[config.mk]
export PLATFORM = sky130hd
export DESIGN_NAME = flash_cmd_regs
export DESIGN_NICKNAME = d
export VERILOG_FILES = /design/src/rtl/flash_cmd_pkg.sv /design/src/rtl/flash_cmd_busy_edge.sv /design/src/rtl/flash_cmd_launch.sv /design/src/rtl/flash_cmd_irq.sv /design/src/rtl/flash_cmd_regs.sv
export SDC_FILE = /design/constraint.sdc
export NUM_CORES = 1
export LEC_CHECK = 0
export BUFFER_PORTS_ARGS = -buffer_cell sky130_fd_sc_hd__buf_2
export CORE_MARGIN = 5
export CORE_UTILIZATION = 47
export DETAILED_ROUTE_END_ITERATION = 10
export HOLD_SLACK_MARGIN = 0.08
export PLACE_DENSITY = 0.91
export SYNTH_ARGS = -nofsm -noshare
export SYNTH_HDL_FRONTEND = slang
export SYNTH_SLANG_ARGS = --single-unit
[constraint.sdc]
create_clock -name clk -period 2.07 [get_ports clk]
set_input_delay 0.207 -clock clk [delete_from_list [all_inputs] [get_ports clk]]
set_output_delay 0.207 -clock clk [all_outputs]
set_load 0.02 [all_outputs]
[src/rtl/flash_cmd_pkg.sv]
package flash_cmd_pkg;
  localparam int unsigned REG_W       = 32;
  localparam int unsigned PAGE_W      = 10;
  localparam int unsigned POS_MASS1   = 2;
  localparam int unsigned POS_PAGE_LO = 3;
  localparam int unsigned POS_PAGE_HI = POS_PAGE_LO + PAGE_W - 1;
  localparam int unsigned POS_BANK    = 13;
  localparam int unsigned POS_MASS2   = 15;
  localparam int unsigned POS_ESTART  = 16;
  localparam int unsigned POS_OSTART  = 17;
  localparam int unsigned POS_EOPIE   = 24;
  localparam int unsigned POS_ERRIE   = 25;
  // plain stored fields: enables, page, bank, mass flags, fast, irq enables
  localparam logic [REG_W-1:0] FIELD_MASK = 32'h0304_BFFF;

  typedef struct packed {
    logic [PAGE_W-1:0] page;
    logic              bank;
    logic              mass1;
    logic              mass2;
  } erase_cmd_t;
endpackage

[src/rtl/flash_cmd_busy_edge.sv]
module flash_cmd_busy_edge #(
  parameter int unsigned NUM_BANKS = 2
) (
  input  logic                 clk,
  input  logic                 rst_n,
  input  logic [NUM_BANKS-1:0] busy,
  output logic [NUM_BANKS-1:0] fall
);
  logic [NUM_BANKS-1:0] busy_q;

  for (genvar b = 0; b < NUM_BANKS; b++) begin : g_bank
    always_ff @(posedge clk or negedge rst_n) begin
      if (!rst_n) busy_q[b] <= 1'b0;
      else        busy_q[b] <= busy[b];
    end
    assign fall[b] = busy_q[b] & ~busy[b];
  end
endmodule

[src/rtl/flash_cmd_launch.sv]
module flash_cmd_launch
  import flash_cmd_pkg::*;
#(
  parameter bit          DUAL_BANK = 1'b1,
  parameter int unsigned MAX_PAGE  = 383
) (
  input  logic             clk,
  input  logic             rst_n,
  input  logic             wr_en,
  input  logic [REG_W-1:0] wr_data,
  input  logic             estart_q,
  input  logic             ostart_q,
  output logic             estart_set,
  output logic             ostart_set,
  output logic             erase_req,
  output erase_cmd_t       erase_cmd,
  output logic             page_err,
  output logic             opt_req
);
  erase_cmd_t cmd_d, cmd_q;
  logic       legal, erase_rise, page_fail, opt_rise;
  logic       req_q, err_q, opt_q;

  always_comb begin
    cmd_d.page  = wr_data[POS_PAGE_HI:POS_PAGE_LO];
    cmd_d.mass1 = wr_data[POS_MASS1];
    cmd_d.bank  = DUAL_BANK ? wr_data[POS_BANK]  : 1'b0;
    cmd_d.mass2 = DUAL_BANK ? wr_data[POS_MASS2] : 1'b0;
  end

  assign legal      = cmd_d.mass1 | cmd_d.mass2 | (32'(cmd_d.page) <= MAX_PAGE);
  assign estart_set = wr_en & wr_data[POS_ESTART] & legal;
  assign ostart_set = wr_en & wr_data[POS_OSTART];
  assign erase_rise = estart_set & ~estart_q;
  assign page_fail  = wr_en & wr_data[POS_ESTART] & ~estart_q & ~legal;
  assign opt_rise   = ostart_set & ~ostart_q;

  always_ff @(posedge clk or negedge rst_n) begin
    if (!rst_n) begin
      req_q <= 1'b0;
      err_q <= 1'b0;
      opt_q <= 1'b0;
    end else begin
      req_q <= erase_rise;
      err_q <= page_fail;
      opt_q <= opt_rise;
    end
  end

  always_ff @(posedge clk or negedge rst_n) begin
    if (!rst_n)          cmd_q <= '0;
    else if (erase_rise) cmd_q <= cmd_d;
  end

  assign erase_req = req_q;
  assign erase_cmd = cmd_q;
  assign page_err  = err_q;
  assign opt_req   = opt_q;
endmodule

[src/rtl/flash_cmd_irq.sv]
module flash_cmd_irq (
  input  logic eop_en,
  input  logic err_en,
  input  logic eop_flag,
  input  logic operr_flag,
  output logic irq
);
  assign irq = (err_en & operr_flag) | (eop_en & eop_flag);
endmodule

[src/rtl/flash_cmd_regs.sv]
module flash_cmd_regs
  import flash_cmd_pkg::*;
#(
  parameter bit          DUAL_BANK = 1'b1,
  parameter int unsigned MAX_PAGE  = 383
) (
  input  logic              clk,
  input  logic              rst_n,
  input  logic              wr_en,
  input  logic [31:0]       wr_data,
  output logic [31:0]       rd_data,
  input  logic              bank1_busy,
  input  logic              bank2_busy,
  input  logic              eop_flag,
  input  logic              operr_flag,
  output logic              erase_req,
  output logic [PAGE_W-1:0] erase_page,
  output logic              erase_bank,
  output logic              erase_mass1,
  output logic              erase_mass2,
  output logic              page_err,
  output logic              opt_req,
  output logic              irq
);
  localparam int unsigned NUM_BANKS = 2;

  logic [REG_W-1:0]     fields_q, fields_d;
  logic                 estart_q, estart_d, ostart_q, ostart_d;
  logic                 estart_set, ostart_set;
  logic [NUM_BANKS-1:0] busy_fall;
  erase_cmd_t           cmd;

  flash_cmd_busy_edge #(.NUM_BANKS(NUM_BANKS)) u_edge (
    .clk  (clk),
    .rst_n(rst_n),
    .busy ({bank2_busy, bank1_busy}),
    .fall (busy_fall)
  );

  flash_cmd_launch #(.DUAL_BANK(DUAL_BANK), .MAX_PAGE(MAX_PAGE)) u_launch (
    .clk       (clk),
    .rst_n     (rst_n),
    .wr_en     (wr_en),
    .wr_data   (wr_data),
    .estart_q  (estart_q),
    .ostart_q  (ostart_q),
    .estart_set(estart_set),
    .ostart_set(ostart_set),
    .erase_req (erase_req),
    .erase_cmd (cmd),
    .page_err  (page_err),
    .opt_req   (opt_req)
  );

  // next state: software set has priority over hardware clear
  always_comb begin
    fields_d = wr_en ? (wr_data & FIELD_MASK) : fields_q;
    if (estart_set)     estart_d = 1'b1;
    else if (|busy_fall) estart_d = 1'b0;
    else                estart_d = estart_q;
    if (ostart_set)        ostart_d = 1'b1;
    else if (busy_fall[0]) ostart_d = 1'b0;
    else                   ostart_d = ostart_q;
  end

  always_ff @(posedge clk or negedge rst_n) begin
    if (!rst_n) begin
      fields_q <= '0;
      estart_q <= 1'b0;
      ostart_q <= 1'b0;
    end else begin
      fields_q <= fields_d;
      estart_q <= estart_d;
      ostart_q <= ostart_d;
    end
  end

  always_comb begin
    rd_data             = fields_q;
    rd_data[POS_ESTART] = estart_q;
    rd_data[POS_OSTART] = ostart_q;
  end

  flash_cmd_irq u_irq (
    .eop_en    (fields_q[POS_EOPIE]),
    .err_en    (fields_q[POS_ERRIE]),
    .eop_flag  (eop_flag),
    .operr_flag(operr_flag),
    .irq       (irq)
  );

  assign erase_page  = cmd.page;
  assign erase_bank  = cmd.bank;
  assign erase_mass1 = cmd.mass1;
  assign erase_mass2 = cmd.mass2;
endmodule

==> flow_metrics.env <==
export IMPL_outcome="complete, no violations"
export IMPL_launch_point_of_the_worst_hold_path="wr_data[3]"
export IMPL_grt_setup_unrepaired="no"
export IMPL_power_density_mw_per_mm2=921.6
export IMPL_clock_tree_from_tritoncts="yes"
export IMPL_worst_setup_path_start_kind="register"
export IMPL_coreArea_sq_mm=0.003284
export IMPL_detail_route_iter0_violations=53
export IMPL_finalCriticalPeriod_ps=1489
export IMPL_worstPathBufferInverterCount=1
export IMPL_global_route_wire_length_before_repair_microns=4864
export IMPL_syn_inst=106
export IMPL_place_ws_ps=561.8
export IMPL_grt_start_max_net_pins=39
export IMPL_rr_startpoint="estart_q$_DFFE_PN0P_"
export IMPL_route_final_wire_length_microns=3189
export IMPL_timing_final_hold_violations=0
export IMPL_syn_mean_instance_area_sq_um=14.86
export IMPL_synth_yosys_warnings=0
export IMPL_maximum_buffer_depth_of_the_clock_tree=2
export IMPL_max_cap_violations=0
export IMPL_most_common_layout_cells="sky130_fd_sc_hd__buf_2 (63), sky130_fd_sc_hd__dfrtp_1 (38), sky130_fd_sc_hd__mux2_2 (21)"
export IMPL_antenna_diodes=0
export IMPL_worstPathMaxFanout=9
export IMPL_cpMaxStageDelayCell="sky130_fd_sc_hd__dfrtp_1"
export IMPL_power_leakage_nw=1.048
export IMPL_max_slew_worst_pin_slew_ps=804.0
export IMPL_synth_seq_area_share=0.6037
export IMPL_cp_max_stage_delay_ps=410
export IMPL_num_fill_cells=258
export IMPL_worstSetupPathType="reg2reg"
export IMPL_antenna_found_initial=0
export IMPL_min_period_over_period=0.7195
export IMPL_gp_routability_congestion=0.7375
export IMPL_post_synthesis_share_of_cell_area_spent_on_full_adders_half_adders_and_majority_gates=0
export IMPL_ys_top_cells_by_area="sky130_fd_sc_hd__dfrtp_1 (60%), sky130_fd_sc_hd__mux2_2 (15%), sky130_fd_sc_hd__buf_4 (7.6%)"
export IMPL_drt_drc_violations_left=0
export IMPL_final_worst_clock_skew_ps=4.046
export IMPL_critPathTopFamily="flip-flops"
export IMPL_fmax_mhz=671.4
export IMPL_reg2reg_setup_slack_ps=580
export IMPL_die_height_microns=67.90
export IMPL_cts_resized_gates=0
export IMPL_syn_to_layout_area_delta_pct=28.91
export IMPL_first_pass_iters=4
export IMPL_post_dp_hpwl_microns=2235
export IMPL_final_nets=218
export IMPL_numCtsBuffers=5
export IMPL_muxShareOfSynthArea=0.2168
export IMPL_die_area_sq_mm=0.004610
export IMPL_layout_commonest_cell="sky130_fd_sc_hd__buf_2"
export IMPL_vias_in_the_first_global_route=1052
export IMPL_clkTransAtPathRegs_ps=110
export IMPL_critical_path_arrival_ps=1710
export IMPL_final_max_slew_violation_count=0
export IMPL_syn_cell_area_sq_mm=0.001575
export IMPL_regToRegEndpoint="u_launch.erase_cmd[10]$_DFFE_PN0P_"
export IMPL_die_w_microns=67.90
export IMPL_synth_top_family_by_area="multiplexers"
export IMPL_worst_skew_pair_late_latency_ps=330
export IMPL_setup_viol=0
export IMPL_compound_gate_portion_of_the_synthesized_area=0.04766
export IMPL_min_path_cells=2
export IMPL_rows=21
export IMPL_cts_root_buffer_cell="sky130_fd_sc_hd__clkbuf_4"
export IMPL_synth_xor_area_frac=0
export IMPL_finalWorstSetupSlack_ps=580.6
export IMPL_cts_sinks=38
export IMPL_path_cells="and3b_1 -> o31ai_4 -> buf_4 -> mux2_4"
export IMPL_ant_nets=0
export IMPL_cp_required_ps=2290
export IMPL_synth_top_cell_area_share=0.6037
export IMPL_setup_tns_ps=0
export IMPL_htreeDepth=2
export IMPL_maxSlewHeadroom=0.4640
export IMPL_synth_simple_gate_area_frac=0.03733
export IMPL_io_pins=88
export IMPL_endpoint_type_of_the_worst_setup_path="register"
export IMPL_peakVddDrop_uv=402.5
export IMPL_hold_path_end="u_launch.erase_cmd[3]$_DFFE_PN0P_"
export IMPL_number_of_cells_traversed_by_the_worst_register_to_register_path=4
export IMPL_timing_hold_worst_class="in2reg"
export IMPL_post_drt_wl_per_cell_microns=14.11
export IMPL_via_density=4.642
export IMPL_vias=1049
export IMPL_yosysTopAreaCell="sky130_fd_sc_hd__dfrtp_1"
export IMPL_port_buffer_count=63
export IMPL_synth_cell_types=21
export IMPL_grt_overflow=0
export IMPL_groute_usage_overall=0.1464
export IMPL_starting_density=0.4796
export IMPL_layout_drive_gt1_share=0.5667
export IMPL_synth_seq_cells=38
export IMPL_total_power_mw=1.872
[worst max-delay path by stage]
stage / endpoint / from / depth (start not counted) / slack [ps]
after global placement: u_launch.erase_cmd[7]$_DFFE_PN0P_ / wr_data[10] / 5 / 580
after global routing: u_launch.erase_cmd[11]$_DFFE_PN0P_ / estart_q$_DFFE_PN0P_ / 4 / 520
final: u_launch.erase_cmd[10]$_DFFE_PN0P_ / estart_q$_DFFE_PN0P_ / 4 / 580
after detailed placement: u_launch.erase_cmd[6]$_DFFE_PN0P_ / wr_data[10] / 5 / 560
after CTS: u_launch.erase_cmd[10]$_DFFE_PN0P_ / estart_q$_DFFE_PN0P_ / 4 / 570
after floorplan: u_launch.erase_cmd[10]$_DFFE_PN0P_ / estart_q$_DFFE_PN0P_ / 4 / 750
[cell usage after synthesis]
cell type                    n
sky130_fd_sc_hd__o311ai_0    1
sky130_fd_sc_hd__nor2_1      1
sky130_fd_sc_hd__and3b_1     1
sky130_fd_sc_hd__buf_2       2
sky130_fd_sc_hd__o21ai_0     1
sky130_fd_sc_hd__conb_1      1
sky130_fd_sc_hd__a22o_1      3
sky130_fd_sc_hd__nand2_1     4
sky130_fd_sc_hd__nand3_1     1
sky130_fd_sc_hd__mux2_4      7
sky130_fd_sc_hd__mux2_2     21
sky130_fd_sc_hd__nand3b_1    1
sky130_fd_sc_hd__nand2b_1    2
sky130_fd_sc_hd__inv_1       1
sky130_fd_sc_hd__o2bb2ai_1   1
sky130_fd_sc_hd__nor4_1      1
sky130_fd_sc_hd__dfrtp_1    38
sky130_fd_sc_hd__buf_6       1
sky130_fd_sc_hd__o31ai_4     1
sky130_fd_sc_hd__a21oi_1     1
sky130_fd_sc_hd__buf_4      16
[metrics by stage]
step / area, sq um / util / hold slack, ps / std cells
after global routing: 2031 / 0.6183 / 82.17 / 226
after detailed placement: 1863 / 0.5672 / 330.6 / 209
after global placement: 1863 / 0.5672 / 327.4 / 209
after floorplan: 1617 / - / -88.59 / 117
after CTS: 2011 / 0.6122 / 80.63 / 224
final: 2031 / 0.6183 / 108.5 / 226
[layout make-up]
type | instances | area (sq um) | share of cell area
inverter | 1 | 3.754 | 0.001848
clock inverter | 3 | 40.04 | 0.01972
timing repair buffer | 74 | 420.4 | 0.2070
clock buffer | 5 | 37.54 | 0.01848
sequential | 38 | 950.9 | 0.4683
multi-input combinational | 59 | 520.5 | 0.2563
tap | 46 | 57.56 | 0.02834
[sequential cells by signal, indices dropped and copies added, names as in the netlist]
name,cells
estart_q,1
fields_q,18
ostart_q,1
u_edge.busy_q,2
u_launch.erase_cmd,13
u_launch.erase_req,1
u_launch.opt_req,1
u_launch.page_err,1
[repair_timing]
action,CTS,global route
hold endpoints to repair,44,2
endpoints found under the setup margin,0,0
buffers inserted,0,0
hold buffers,7,2
[per-layer routing]
metal	global-route usage	up-vias	part of all wire	routed length, microns
met2	0.2467	42	0.50	1602
met5	0	-	0	0
met1	0.1753	514	0.40	1285
met4	0.07692	0	0.012	38
li1	-	489	-	-
met3	0.03120	4	0.082	263
[where the power goes]
group / internal (mW) / switching (mW) / total (mW)
Sequential: 0.847 / 0.0533 / 0.900
Clock: 0.250 / 0.237 / 0.487
Combinational: 0.209 / 0.275 / 0.484
[cells by family after synthesis]
group | count (synthesis)
other cells | 1
simple gates | 11
compound gates | 8
flops | 38
buf+inv | 20
mux | 28
[worst reg2reg max path: cells and delay by family, from the launching register on]
family	cells	cell delay [ps]
buffers and inverters	1	210
flip-flops	1	410
AO/OA/AOI/OAI	1	140
multiplexers	1	310
AND/OR/NAND/NOR	1	310
Note: power is estimated with default switching activity, not from simulation.
